**src/rtl/act_guard_pkg.sv**
```systemverilog
package act_guard_pkg;

    // Per-bank limit state: no pending limit, or waiting for a stamp.
    typedef enum logic {
        BK_FREE = 1'b0,
        BK_HOLD = 1'b1
    } bank_state_e;

    function automatic int imax(input int a, input int b);
        return (a > b) ? a : b;
    endfunction

endpackage

```
**src/rtl/act_bank_timer.sv**
```systemverilog
module act_bank_timer
    import act_guard_pkg::*;
#(
    parameter int TS_W    = 16,
    parameter int T_SHORT = 5,
    parameter int T_LONG  = 12
) (
    input  logic            clk,
    input  logic            rst_n,
    input  logic [TS_W-1:0] now,
    input  logic            rank_go,
    input  logic            bank_go,
    output logic            ready
);

    bank_state_e     state, state_n;
    logic [TS_W-1:0] stamp, stamp_n;
    logic            expired;
    logic [TS_W-1:0] remain;

    assign expired = (now == stamp);
    assign remain  = stamp - now;
    assign ready   = (state == BK_FREE) || expired;

    always_ff @(posedge clk) begin
        if (!rst_n) begin
            state <= BK_FREE;
            stamp <= '0;
        end else begin
            state <= state_n;
            stamp <= stamp_n;
        end
    end

    always_comb begin
        state_n = state;
        stamp_n = stamp;
        unique case (state)
            BK_FREE: state_n = BK_FREE;
            BK_HOLD: if (expired) state_n = BK_FREE;
        endcase
        if (rank_go) begin
            if (bank_go) begin
                stamp_n = now + TS_W'(T_LONG);
                state_n = BK_HOLD;
            end else if (ready || (remain < TS_W'(T_SHORT))) begin
                stamp_n = now + TS_W'(T_SHORT);
                state_n = BK_HOLD;
            end
        end
    end

endmodule

```
**src/rtl/act_xaw_window.sv**
```systemverilog
module act_xaw_window #(
    parameter int TS_W  = 16,
    parameter int T_XAW = 32,
    parameter int LIMIT = 4
) (
    input  logic            clk,
    input  logic            rst_n,
    input  logic [TS_W-1:0] now,
    input  logic            go,
    output logic            ok
);

    generate
        if (T_XAW == 0) begin : g_off
            assign ok = 1'b1;
        end else begin : g_on
            // Slot 0 holds the newest expiry stamp, slot LIMIT-1 the oldest.
            logic [TS_W-1:0] exp_q [LIMIT];
            logic            live_q [LIMIT];
            logic            hit    [LIMIT];

            for (genvar i = 0; i < LIMIT; i++) begin : g_slot
                assign hit[i] = live_q[i] && (now == exp_q[i]);
                always_ff @(posedge clk) begin
                    if (!rst_n) begin
                        live_q[i] <= 1'b0;
                        exp_q[i]  <= '0;
                    end else if (go) begin
                        if (i == 0) begin
                            live_q[i] <= 1'b1;
                            exp_q[i]  <= now + TS_W'(T_XAW);
                        end else begin
                            live_q[i] <= live_q[i-1] && !hit[i-1];
                            exp_q[i]  <= exp_q[i-1];
                        end
                    end else if (hit[i]) begin
                        live_q[i] <= 1'b0;
                    end
                end
            end

            assign ok = !live_q[LIMIT-1] || hit[LIMIT-1];
        end
    endgenerate

endmodule

```
**src/rtl/act_guard_top.sv**
```systemverilog
module act_guard_top
    import act_guard_pkg::*;
#(
    parameter int NUM_RANKS = 2,
    parameter int NUM_BANKS = 8,
    parameter int TS_W      = 16,
    parameter int T_RRD     = 5,
    parameter int T_RAS     = 28,
    parameter int T_RP      = 11,
    parameter int T_RCD     = 11,
    parameter int T_CL      = 11,
    parameter int T_XAW     = 32,
    parameter int ACT_LIMIT = 4,
    localparam int RANK_W   = (NUM_RANKS > 1) ? $clog2(NUM_RANKS) : 1,
    localparam int BANK_W   = (NUM_BANKS > 1) ? $clog2(NUM_BANKS) : 1
) (
    input  logic              clk,
    input  logic              rst_n,
    input  logic              req_valid,
    input  logic [RANK_W-1:0] req_rank,
    input  logic [BANK_W-1:0] req_bank,
    input  logic              issue,
    output logic              act_ok,
    output logic              stall,
    output logic              proto_err
);

    localparam int T_OWN = imax(T_RAS, T_RCD + T_CL) + T_RP;

    logic [TS_W-1:0] now;
    logic            go;
    logic            bank_rdy [NUM_RANKS][NUM_BANKS];
    logic            win_ok   [NUM_RANKS];
    logic            sel_rdy;

    always_ff @(posedge clk) begin
        if (!rst_n) now <= '0;
        else        now <= now + 1'b1;
    end

    assign go = issue && act_ok;

    for (genvar r = 0; r < NUM_RANKS; r++) begin : g_rank
        logic rank_go;
        assign rank_go = go && (req_rank == RANK_W'(r));

        for (genvar b = 0; b < NUM_BANKS; b++) begin : g_bank
            act_bank_timer #(
                .TS_W   (TS_W),
                .T_SHORT(T_RRD),
                .T_LONG (T_OWN)
            ) u_tmr (
                .clk    (clk),
                .rst_n  (rst_n),
                .now    (now),
                .rank_go(rank_go),
                .bank_go(req_bank == BANK_W'(b)),
                .ready  (bank_rdy[r][b])
            );
        end

        act_xaw_window #(
            .TS_W (TS_W),
            .T_XAW(T_XAW),
            .LIMIT(ACT_LIMIT)
        ) u_win (
            .clk  (clk),
            .rst_n(rst_n),
            .now  (now),
            .go   (rank_go),
            .ok   (win_ok[r])
        );
    end

    always_comb begin
        sel_rdy = 1'b0;
        for (int r = 0; r < NUM_RANKS; r++) begin
            for (int b = 0; b < NUM_BANKS; b++) begin
                if ((req_rank == RANK_W'(r)) && (req_bank == BANK_W'(b)))
                    sel_rdy = bank_rdy[r][b] && win_ok[r];
            end
        end
    end

    assign act_ok    = req_valid && sel_rdy;
    assign stall     = req_valid && !act_ok;
    assign proto_err = issue && !act_ok;

endmodule

```
**config.mk**
```make
export PLATFORM = sky130hd
export DESIGN_NAME = act_guard_top
export DESIGN_NICKNAME = d
export VERILOG_FILES = /design/src/rtl/act_guard_pkg.sv /design/src/rtl/act_bank_timer.sv /design/src/rtl/act_xaw_window.sv /design/src/rtl/act_guard_top.sv
export SDC_FILE = /design/constraint.sdc
export NUM_CORES = 2
export LEC_CHECK = 0
export BUFFER_PORTS_ARGS = -buffer_cell sky130_fd_sc_hd__buf_4
export CAP_MARGIN = 5
export CORE_MARGIN = 3
export CORE_UTILIZATION = 35
export CTS_BUF_LIST = sky130_fd_sc_hd__clkbuf_2 sky130_fd_sc_hd__clkbuf_4 sky130_fd_sc_hd__clkbuf_8
export CTS_CLUSTER_SIZE = 8
export DETAILED_ROUTE_END_ITERATION = 16
export PLACE_DENSITY = 0.51
export SYNTH_ARGS = -nofsm -noshare
export SYNTH_HDL_FRONTEND = slang
export SYNTH_SLANG_ARGS = --single-unit
```
**constraint.sdc**
```tcl
create_clock -name clk -period 10.6 [get_ports clk]
set_input_delay 2.12 -clock clk [delete_from_list [all_inputs] [get_ports clk]]
set_output_delay 2.12 -clock clk [all_outputs]
set_load 0.01 [all_outputs]
```
==> reports/metrics.cfg <==
[global_routing]
use_met2=0.359
grt_pass1_vias=24000
track_usage=0.227
grt_use_met1=0.323
busiest_layer=met2
met3_usage=0.0314
grt_max_degree=172
grt_pass1_wl_um=151000
antenna_found_initial=3
gr-total-overflow=0

[pwr]
switching_share=0.300
clkPwrFrac=0.414
peakVddDrop_mv=0.0829
p_sw_mw=1.25
p_comb_frac=0.170
leakage_nw=14.2
power.internal_mw=2.93
powerDensity_mw_per_mm2=128
power.share.sequential=0.416

[timing]
hold_viol=0
worst_clock_skew_ns=0.0591
finalSetupTns_ns=0
slew_headroom=0.210
finalMaxSlewViolations=0
tightestPinTransition_ns=1.18
final.period_utilization=0.733
finalCriticalPeriod_ns=7.77
setup_violations=0
rsz0062_at_grt=no
timing.fmax_mhz=129

[floorplanning]
initial_core_util=0.357
die_w_um=296
die_h_um=296
coreArea_mm2=0.0828
top_level_ports=11
fp-row-count=105
dieArea_mm2=0.0879

[clocking]
cts_max_level=3
root_buffer=clkbuf_8
cts_buffer_depth=3
clk_latency_ns=0.73
cts_resized=0
post_cts_buffers=0
cts_sinks=424
cts-hold-fix-buffers=0
clkTransAtPathRegs_ns=0.06
cts_tree=built
cts_buffers=80

[layout]
syn_to_final_growth_pct=10.3
layout_commonest_cell=nand2_1
final_cell_mix=nand2_1, dfxtp_1, nor2_1, mux2i_1, ha_1
fin_util=0.393
layout-drive-gt1-share=0.0825
fin_cells=4528
nets=3651

[critical_path]
crit_path_end_kind=output port
start_kind=flop
path_class=flop to output port
cp.required_ns=8.48
cp_max_fo=15
r2r-start=now[6]$_SDFF_PN0_
critical_path_arrival_ns=5.65
crit_start=now[6]$_SDFF_PN0_
r2r_cells=14
reg2reg_slack_ns=3.74

[synth]
syn-cell-area_mm2=0.0295
syn-instance-count=3390
yosysUniqueCellTypes=89
synth_edf_count=134
synth-seq-cells=424
seq_area_frac_synth=0.333
synth-main-ff-cell=dfxtp_1
yosysWarningCount=0
async_flop_share=0
syn-num-nets=3642
syn_area_per_cell_um2=8.71

[job]
maxCapViolCount=0

[placed_design]
dp_cells=4387
place_hpwl_um=68100
io_buffers=10
gp_congestion=0.882

[routing]
via_per_inst=5.67
postRouteAntennaNets=0
drc=0
wire_per_inst_um=22.4
drt-pass1-iter-count=6
drtIter0Drc=2109
wl_um=101000
num_vias=25700

[outcome]
outcome=complete, no violations

[worst_hold_path]
worstHoldPathCells=2
min_from=g_rank[1].g_bank[0].u_tmr.stamp[0]$_SDFFE_PN0P_
hp-class=flop to flop

[power by group through the flow]
stage | sequential (mW) | clock, mW | combinational [mW]
final | 1.74 | 1.73 | 0.710
after global routing | 1.75 | 1.84 | 0.774
after CTS | 1.74 | 1.77 | 0.704
after detailed placement | 1.78 | 0 | 0.700
after global placement | 1.78 | 0 | 0.700
after floorplan | 1.77 | 0 | 0.514
[Yosys cell counts, drive strengths merged, types with 62 or more instances]
cell type | number | share of area
nand3 | 112 | 0.019
nand4 | 62 | 0.013
dfxtp | 290 | 0.20
edfxtp | 134 | 0.14
nor3 | 96 | 0.016
mux2i | 247 | 0.084
ha | 244 | 0.10
xnor2 | 133 | 0.039
inv | 87 | 0.011
a21oi | 143 | 0.024
clkbuf | 113 | 0.014
o21ai | 122 | 0.021
xor2 | 119 | 0.035
nand2 | 448 | 0.057
nor2 | 264 | 0.034
and3 | 115 | 0.024
[critical path, cell delays in order (launching register included)]
cell and delay [ns]:
dfxtp_1 0.87, inv_1 0.57, buf_4 0.37, ha_1 0.38
nand3_1 0.09, nor4_1 0.83, a211oi_1 0.29, a2111oi_2 0.34
nand3_1 0.13, a211oi_2 0.46, a21oi_1 0.19, nor2b_1 0.19
nor2b_1 0.06, buf_4 0.14
[metrics by stage]
step	hold slack, ns	setup WS [ns]	cell area [um^2]	power, mW
floorplan	0.435	4.19	29500	2.28
global placement	0.445	3.66	30900	2.48
detailed placement	0.453	3.57	30900	2.48
CTS	0.465	2.75	32600	4.22
global route	0.474	2.54	32600	4.36
finish	0.460	2.83	32600	4.18
[cells by family (layout without fill, tap and decap cells)]
group / count (synthesis) / count (layout) / synth area share
compound gates: 644 / 644 / 0.151
simple gates: 1325 / 1325 / 0.215
other cells: 0 / 3 / 0
flops: 424 / 424 / 0.333
xor+xnor: 252 / 252 / 0.0748
buf+inv: 248 / 313 / 0.0360
mux: 253 / 253 / 0.0860
fa+ha+maj: 244 / 244 / 0.103
[cell type report]
cell class	instances	area, um^2
Inverter	87	328
Clock inverter	19	209
Timing Repair Buffer	88	681
Clock buffer	119	1450
Sequential cell	424	9830
Tap cell	1070	1340
Antenna cell	3	7.51
Fill cell	8424	50200
Multi-Input combinational cell	2718	18700
[registers in the layout, indices dropped and copies added, names as in the netlist]
name,cells
g_rank.g_bank.u_tmr.stamp,256
g_rank.u_win.g_on.exp_q,128
g_rank.g_bank.u_tmr.state,16
now,16
g_rank.u_win.g_on.live_q,8
[layer usage]
metal | vias to the layer above | routed length [um]
met4 | 0 | 2800
met1 | 12300 | 48000
met3 | 165 | 5520
met5 | - | 0
met2 | 718 | 44900
li1 | 12500 | -
[path summary, 6_finish.rpt]
check	endpoint
min reg2reg	g_rank[1].g_bank[0].u_tmr.stamp[0]$_SDFFE_PN0P_
max	proto_err
max reg2reg	g_rank[0].u_win.g_on.live_q[0]$_SDFFCE_PP0P_
min	g_rank[1].g_bank[0].u_tmr.stamp[0]$_SDFFE_PN0P_
No activity file was read; power rests on OpenSTA's default activity.
